### src/rtl/colstrobe_seq.sv
module colstrobe_seq #(
  parameter int COLS     = 240,
  parameter int BASE_CYC = 15,
  parameter int DIS_LAG  = 3
) (
  input  logic            clk,
  input  logic            rst_n,
  input  logic            sclk,
  input  logic            start,
  input  logic            dir_fwd,
  input  logic            triple,
  input  logic            pos_a,
  input  logic            pos_b,
  output logic [COLS-1:0] strobe,
  output logic            dis
);
  localparam int GW    = 3;
  localparam int NG_T  = COLS / GW;
  localparam int LAG   = 2 * DIS_LAG;
  localparam int BASE2 = 2 * BASE_CYC;
  localparam int CW    = $clog2(BASE2 + 3 * COLS + 2);
  localparam int GIW   = $clog2(COLS + 1);

  typedef enum logic [1:0] {IDLE, HOLD, WAIT, SCAN} st_t;

  st_t            st;
  logic           sclk_q;
  logic [LAG:0]   hist;
  logic [CW-1:0]  cnt;
  logic [GIW-1:0] lg, tg;
  logic           lv, tv;

  wire            ev    = sclk ^ sclk_q;
  wire [GIW-1:0]  ng    = triple ? GIW'(NG_T) : GIW'(COLS);
  wire [GIW-1:0]  first = dir_fwd ? '0 : ng - 1'b1;
  wire [GIW-1:0]  last  = dir_fwd ? ng - 1'b1 : '0;
  wire [1:0]      slot  = {~pos_b, ~pos_a};
  wire [CW-1:0]   delay = CW'(BASE2) + CW'(slot) * CW'(ng);

  assign dis = hist[LAG];

  always_ff @(posedge clk or negedge rst_n) begin
    if (!rst_n) begin
      st     <= IDLE;
      sclk_q <= 1'b0;
      hist   <= '0;
      cnt    <= '0;
      lg     <= '0;
      tg     <= '0;
      lv     <= 1'b0;
      tv     <= 1'b0;
    end else begin
      sclk_q <= sclk;
      if (ev) begin
        hist <= {hist[LAG-1:0], start};
        if (start) begin
          st <= HOLD;
          lv <= 1'b0;
          tv <= 1'b0;
        end else begin
          case (st)
            HOLD: begin
              st  <= WAIT;
              cnt <= CW'(1);
            end
            WAIT: begin
              if (cnt == delay) begin
                st <= SCAN;
                lv <= 1'b1;
                lg <= first;
              end else begin
                cnt <= cnt + 1'b1;
              end
            end
            SCAN: begin
              tv <= lv;
              tg <= lg;
              if (lv) begin
                if (lg == last) lv <= 1'b0;
                else lg <= dir_fwd ? lg + 1'b1 : lg - 1'b1;
              end else if (!tv) begin
                st <= IDLE;
              end
            end
            default: ;
          endcase
        end
      end
    end
  end

  for (genvar c = 0; c < COLS; c++) begin : g_col
    localparam int GT = c / GW;
    wire [GIW-1:0] gi = triple ? GIW'(GT) : GIW'(c);
    assign strobe[c] = (lv && lg == gi) || (tv && tg == gi);
  end
endmodule

### config.mk
export PLATFORM = sky130hd
export DESIGN_NAME = colstrobe_seq
export DESIGN_NICKNAME = d
export VERILOG_FILES = /design/src/rtl/colstrobe_seq.sv
export SDC_FILE = /design/constraint.sdc
export NUM_CORES = 1
export LEC_CHECK = 0
export CAP_MARGIN = 5
export CORE_MARGIN = 1
export CORE_UTILIZATION = 65
export CTS_CLUSTER_DIAMETER = 50
export DETAILED_ROUTE_END_ITERATION = 7
export DONT_BUFFER_PORTS = 1
export PLACE_DENSITY_LB_ADDON = 0.15
export SYNTH_ARGS = -nofsm -noshare
export SYNTH_HDL_FRONTEND = slang
export SYNTH_SLANG_ARGS = --single-unit
### constraint.sdc
create_clock -name clk -period 4.5 [get_ports clk]
set_input_delay 0.45 -clock clk [delete_from_list [all_inputs] [get_ports clk]]
set_output_delay 0.45 -clock clk [all_outputs]
set_load 0.1 [all_outputs]
==> key figures, run 1 <==
Yosys
  • Mapped Nets: between 900 and 1,000
  • Mux cell area share after synthesis: 0.03758
  • Largest family of logic cells by synthesized area: compound AO/OA/AOI/OAI gates
  • Register bit total from synthesis: 38
  • Post-Synth XOR/XNOR Area: 0.05667
  • Top_reg_cell synth: dfrtp_1
  • Register area share after synthesis: 0.1561
  • Async SR Flop Fraction: 1.000
  • Top-area cell type share of the netlist area: 0.2464
  • Count leader, synth: o22ai_1
  • Top post-synthesis cells by area: o22ai_1 25%, dfrtp_1 16%, nand2_1 8.9%
  • Simple-gate share of the synthesized area: 0.2864
  • Warnings from Yosys: 0
  • Commonest cells post-synth: 240 x o22ai_1, 144 x nand2_1, 67 x clkbuf_1
  • Syn Inst Count: 915
  • Post-synthesis adder-cell area fraction: 0.03819
  • Syn_area_per_cell: 6.659 um2
  • Post-synthesis compound-gate area fraction: 0.3474
  • Post-synth cell types: 66
  • Post-synth EDFFs: 0
  • Synth area leader: o22ai_1
  • Mapped Area: slightly above 6000 um2

Placement
  • IO buf count: 0
  • Gpl congestion: between 1 and 1.5

Status
  • Log Error: [ERROR DPL-0038] Utilization greater than 100%, impossible to legalize
  • Outcome: stopped before the end
  • Exit stage: detailed placement

Floorplan
  • Top-level I/O count: 249
  • Die height: just under 100 um
  • Die W: 98.82 um
  • Initial Util: 0.6853
  • Row count: 34
==> kinds of logic after synthesis <==
kind of cell	Yosys count
AND/OR/NAND/NOR	359
AO/OA/AOI/OAI	329
adder cells (fa/ha/maj)	18
flip-flops	38
XOR/XNOR	37
multiplexers	21
buffers and inverters	113
==> stage by stage <==
stage | instance area (um2) | hold WS [ns] | setup WS (ns) | cells
after floorplan | 6093 | 0.1544 | 0.2262 | 915
after global placement | 9168 | 0.1563 | 1.324 | 1171
==> run 2, diff against run 1 <==
--- a/config.mk
+++ b/config.mk
@@ -7,8 +7,7 @@
 export LEC_CHECK = 0
 export CAP_MARGIN = 5
 export CORE_MARGIN = 1
-export CORE_UTILIZATION = 65
-export CTS_CLUSTER_DIAMETER = 50
+export CORE_UTILIZATION = 40
 export DETAILED_ROUTE_END_ITERATION = 7
 export DONT_BUFFER_PORTS = 1
 export PLACE_DENSITY_LB_ADDON = 0.15
==> run 2 against run 1 <==
Net effect:
- the flow now finishes, with violations (design-rule violations)
- synthesized cell count unchanged
- synthesized area stayed put
==> key figures, run 2 <==
CTS
  • Hold_buf cts: 1
  • Clock sink count: 38
  • Clock latency on the worst-skew pair: between 0.2 and 0.3 ns
  • Post-CTS setup buffer count: 0
  • Post-CTS resize count: 0
  • Clock buffer depth: 2
  • Root Driver: clkbuf_16
  • CTS tree: done
  • H-tree Lvls: 2
  • Clock transition at path regs: 0.06 ns
  • Inserted Clock Buffers: 5

Job
  • Maxcap violations: 0

Yosys
  • Syn_area_per_cell: 6.659 um2 (unchanged)
  • Mapped Nets: 941 (unchanged)
  • Register area share after synthesis: 0.1561 (unchanged)
  • Post-synth cell types: 66 (unchanged)
  • Register bit total from synthesis: 38 (unchanged)
  • Mapped Area: 6093 um2 (unchanged)
  • Async SR Flop Fraction: 1.000 (unchanged)
  • Warnings from Yosys: 0 (unchanged)
  • Synth area leader: o22ai_1 (unchanged)
  • Commonest cells post-synth: 240 x o22ai_1, 144 x nand2_1, 67 x clkbuf_1 (unchanged)
  • Post-synth EDFFs: 0 (unchanged)
  • Syn Inst Count: 915 (unchanged)
  • Top_reg_cell synth: dfrtp_1 (unchanged)
  • Top-area cell type share of the netlist area: 0.2464 (unchanged)
  • Top post-synthesis cells by area: o22ai_1 25%, dfrtp_1 16%, nand2_1 8.9% (unchanged)
  • Count leader, synth: o22ai_1 (unchanged)

Pwr
  • Leak: ~3.3 nW
  • Worst vdd ir: 0.3460 mV
  • Power per cell area: 428.8 nW/um2

STA
  • Setup TNS Final: 0 ns
  • Period utilisation layout: 0.7997
  • Fmax: between 200 and 300 MHz
  • Slew Limit Fails: 0
  • Relative slew slack: 0.2234
  • Actual slew at the worst max-slew pin: 1.159 ns
  • RSZ-0062 raised after global routing: no
  • Final worst path period need: 3.599 ns
  • Final setup violation count: 0
  • Endpoints failing hold: 0
  • Worst Skew: 0.002672 ns

GRT
  • Congestion Overflow GR: 0
  • GR Util All Layers: 0.3642
  • Largest net degree at the start of global routing: 64
  • Global-route wire length before repair: approximately 46 mm
  • Vias in the first global route: around 8,000
  • Initial antenna violation count: 0

Worst setup path
  • Critical path type: flip-flop to output port
  • Worst setup EP type: output port
  • Startpoint Class: flip-flop
  • Crit path DAT: 3.15 ns
  • CP required: 4.05 ns
  • Crit Path Max Fanout: 16

Layout
  • Fin area: 9527 um2
  • Top reg by flops: cnt
  • Fraction of layout cells with a size suffix above 1: 0.4852
  • Max reg flops: 10
  • Final #Nets: 1,103
  • # diodes: 0
  • Regs by FF count: cnt (10), lg (8), tg (8)
  • Commonest non-fill, non-tap cell in the layout: buf_4
  • Most frequent cells in the layout: 244 x buf_4, 237 x o22ai_2, 144 x nand2_1, 58 x nand3_1, 52 x nor2_1
  • Syn-to-layout area delta: 56.35%

Placement
  • IO buf count: 0 (unchanged)
  • Placed instance area: 9308 um2
  • Gpl congestion: 0.9723 (was 1.115)
  • Dpl hpwl: 22.63 mm

Detailed routing
  • DR DRC count: 23
  • Wire per inst: 23.92 um
  • Via density: 6.802
  • Routed Wire Length: 30.19 mm
  • Vias: between 8,000 and 9,000
  • Iter 0 DRT Violations: 1,131
  • ANT nets after route: 0
  • DRT Pass-1 Iters: 8

Worst hold path
  • HP Class: input port to async pin

Status
  • Failing checks: design-rule violations
  • Outcome: finished, violations left (was stopped before the end)

Floorplan
  • Die W: 125.4 um (was 98.82 um)
  • Top-level I/O count: 249 (unchanged)
  • Die height: 125.4 um (was 98.82 um)
  • Initial Util: 0.4145 (was 0.6853)
  • Core Region: 14,700 um2
  • Total die area: 15,730 um2
  • Row count: 44 (was 34)
[run 2: final cells by class]
cell class | instances | area [um2]
Multi-Input combinational cell | 764 | 6208
Fill cell | 1242 | 5172
Timing Repair Buffer | 245 | 1852
Sequential cell | 38 | 950.9
Tap cell | 184 | 230.2
Clock buffer | 6 | 138.9
Inverter | 23 | 86.33
Clock inverter | 2 | 60.06
[run 2: final timing paths]
path                       startpoint           to  slack [ns]  cells past startpoint
hold / removal                  rst_n      hist[5]       0.002                      1
min in group clk                 sclk       sclk_q        0.19                      0
hold reg to reg               hist[2]      hist[2]        0.47                      2
setup / recovery                lg[7]  strobe[232]        0.90                      4
setup reg to reg                lg[1]        lg[7]        1.47                      9
max in group asynchronous       rst_n       cnt[3]        4.30                      1
[run 2: critical path, stage by stage, from the launching register on]
cell and delay (ns):
dfrtp_1 0.56, or3b_2 0.53, a21oi_1 0.39, nand4_1 0.35, o32ai_4 1.02
[run 2: through the flow]
step	worst slack [ns]	instances	hold WS (ns)	total power [mW]	utilization
after floorplan	0.2262	915	0.1544	2.591	-
after global placement	1.263	1253	0.1558	3.431	0.6332
after detailed placement	1.141	1253	0.1553	3.510	0.6332
after CTS	0.9664	1262	0.006973	3.998	0.6481
after global routing	0.8120	1262	0.01126	4.292	0.6481
final	0.9012	1262	0.001895	4.085	0.6481
[run 2: logic make-up (layout without fill, tap and decap cells)]
| kind of cell | after synthesis | after routing | synth area share |
|---|---|---|---|
| multiplexers | 21 | 21 | 0.03758 |
| buffers and inverters | 113 | 276 | 0.07762 |
| AND/OR/NAND/NOR | 359 | 359 | 0.2865 |
| flip-flops | 38 | 38 | 0.1561 |
| adder cells (fa/ha/maj) | 18 | 18 | 0.03819 |
| XOR/XNOR | 37 | 37 | 0.05667 |
| AO/OA/AOI/OAI | 329 | 329 | 0.3474 |
[run 2: where the power goes]
part	switching [mW]	internal [mW]	leakage (nW)	total [mW]
Combinational	1.97	0.761	2.75	2.73
Clock	0.138	0.333	0.0971	0.471
Sequential	0.431	0.450	0.481	0.881
Total	2.54	1.54	3.33	4.09
[run 2: layer usage]
metal,wire [um],track usage,vias to the layer above
met3,3209,0.08045,79
met4,980,0.1248,0
met2,13820,0.5801,580
met1,12170,0.4841,4153
met5,0,0,-
li1,-,-,3772
(Power assumes the default switching activity.)
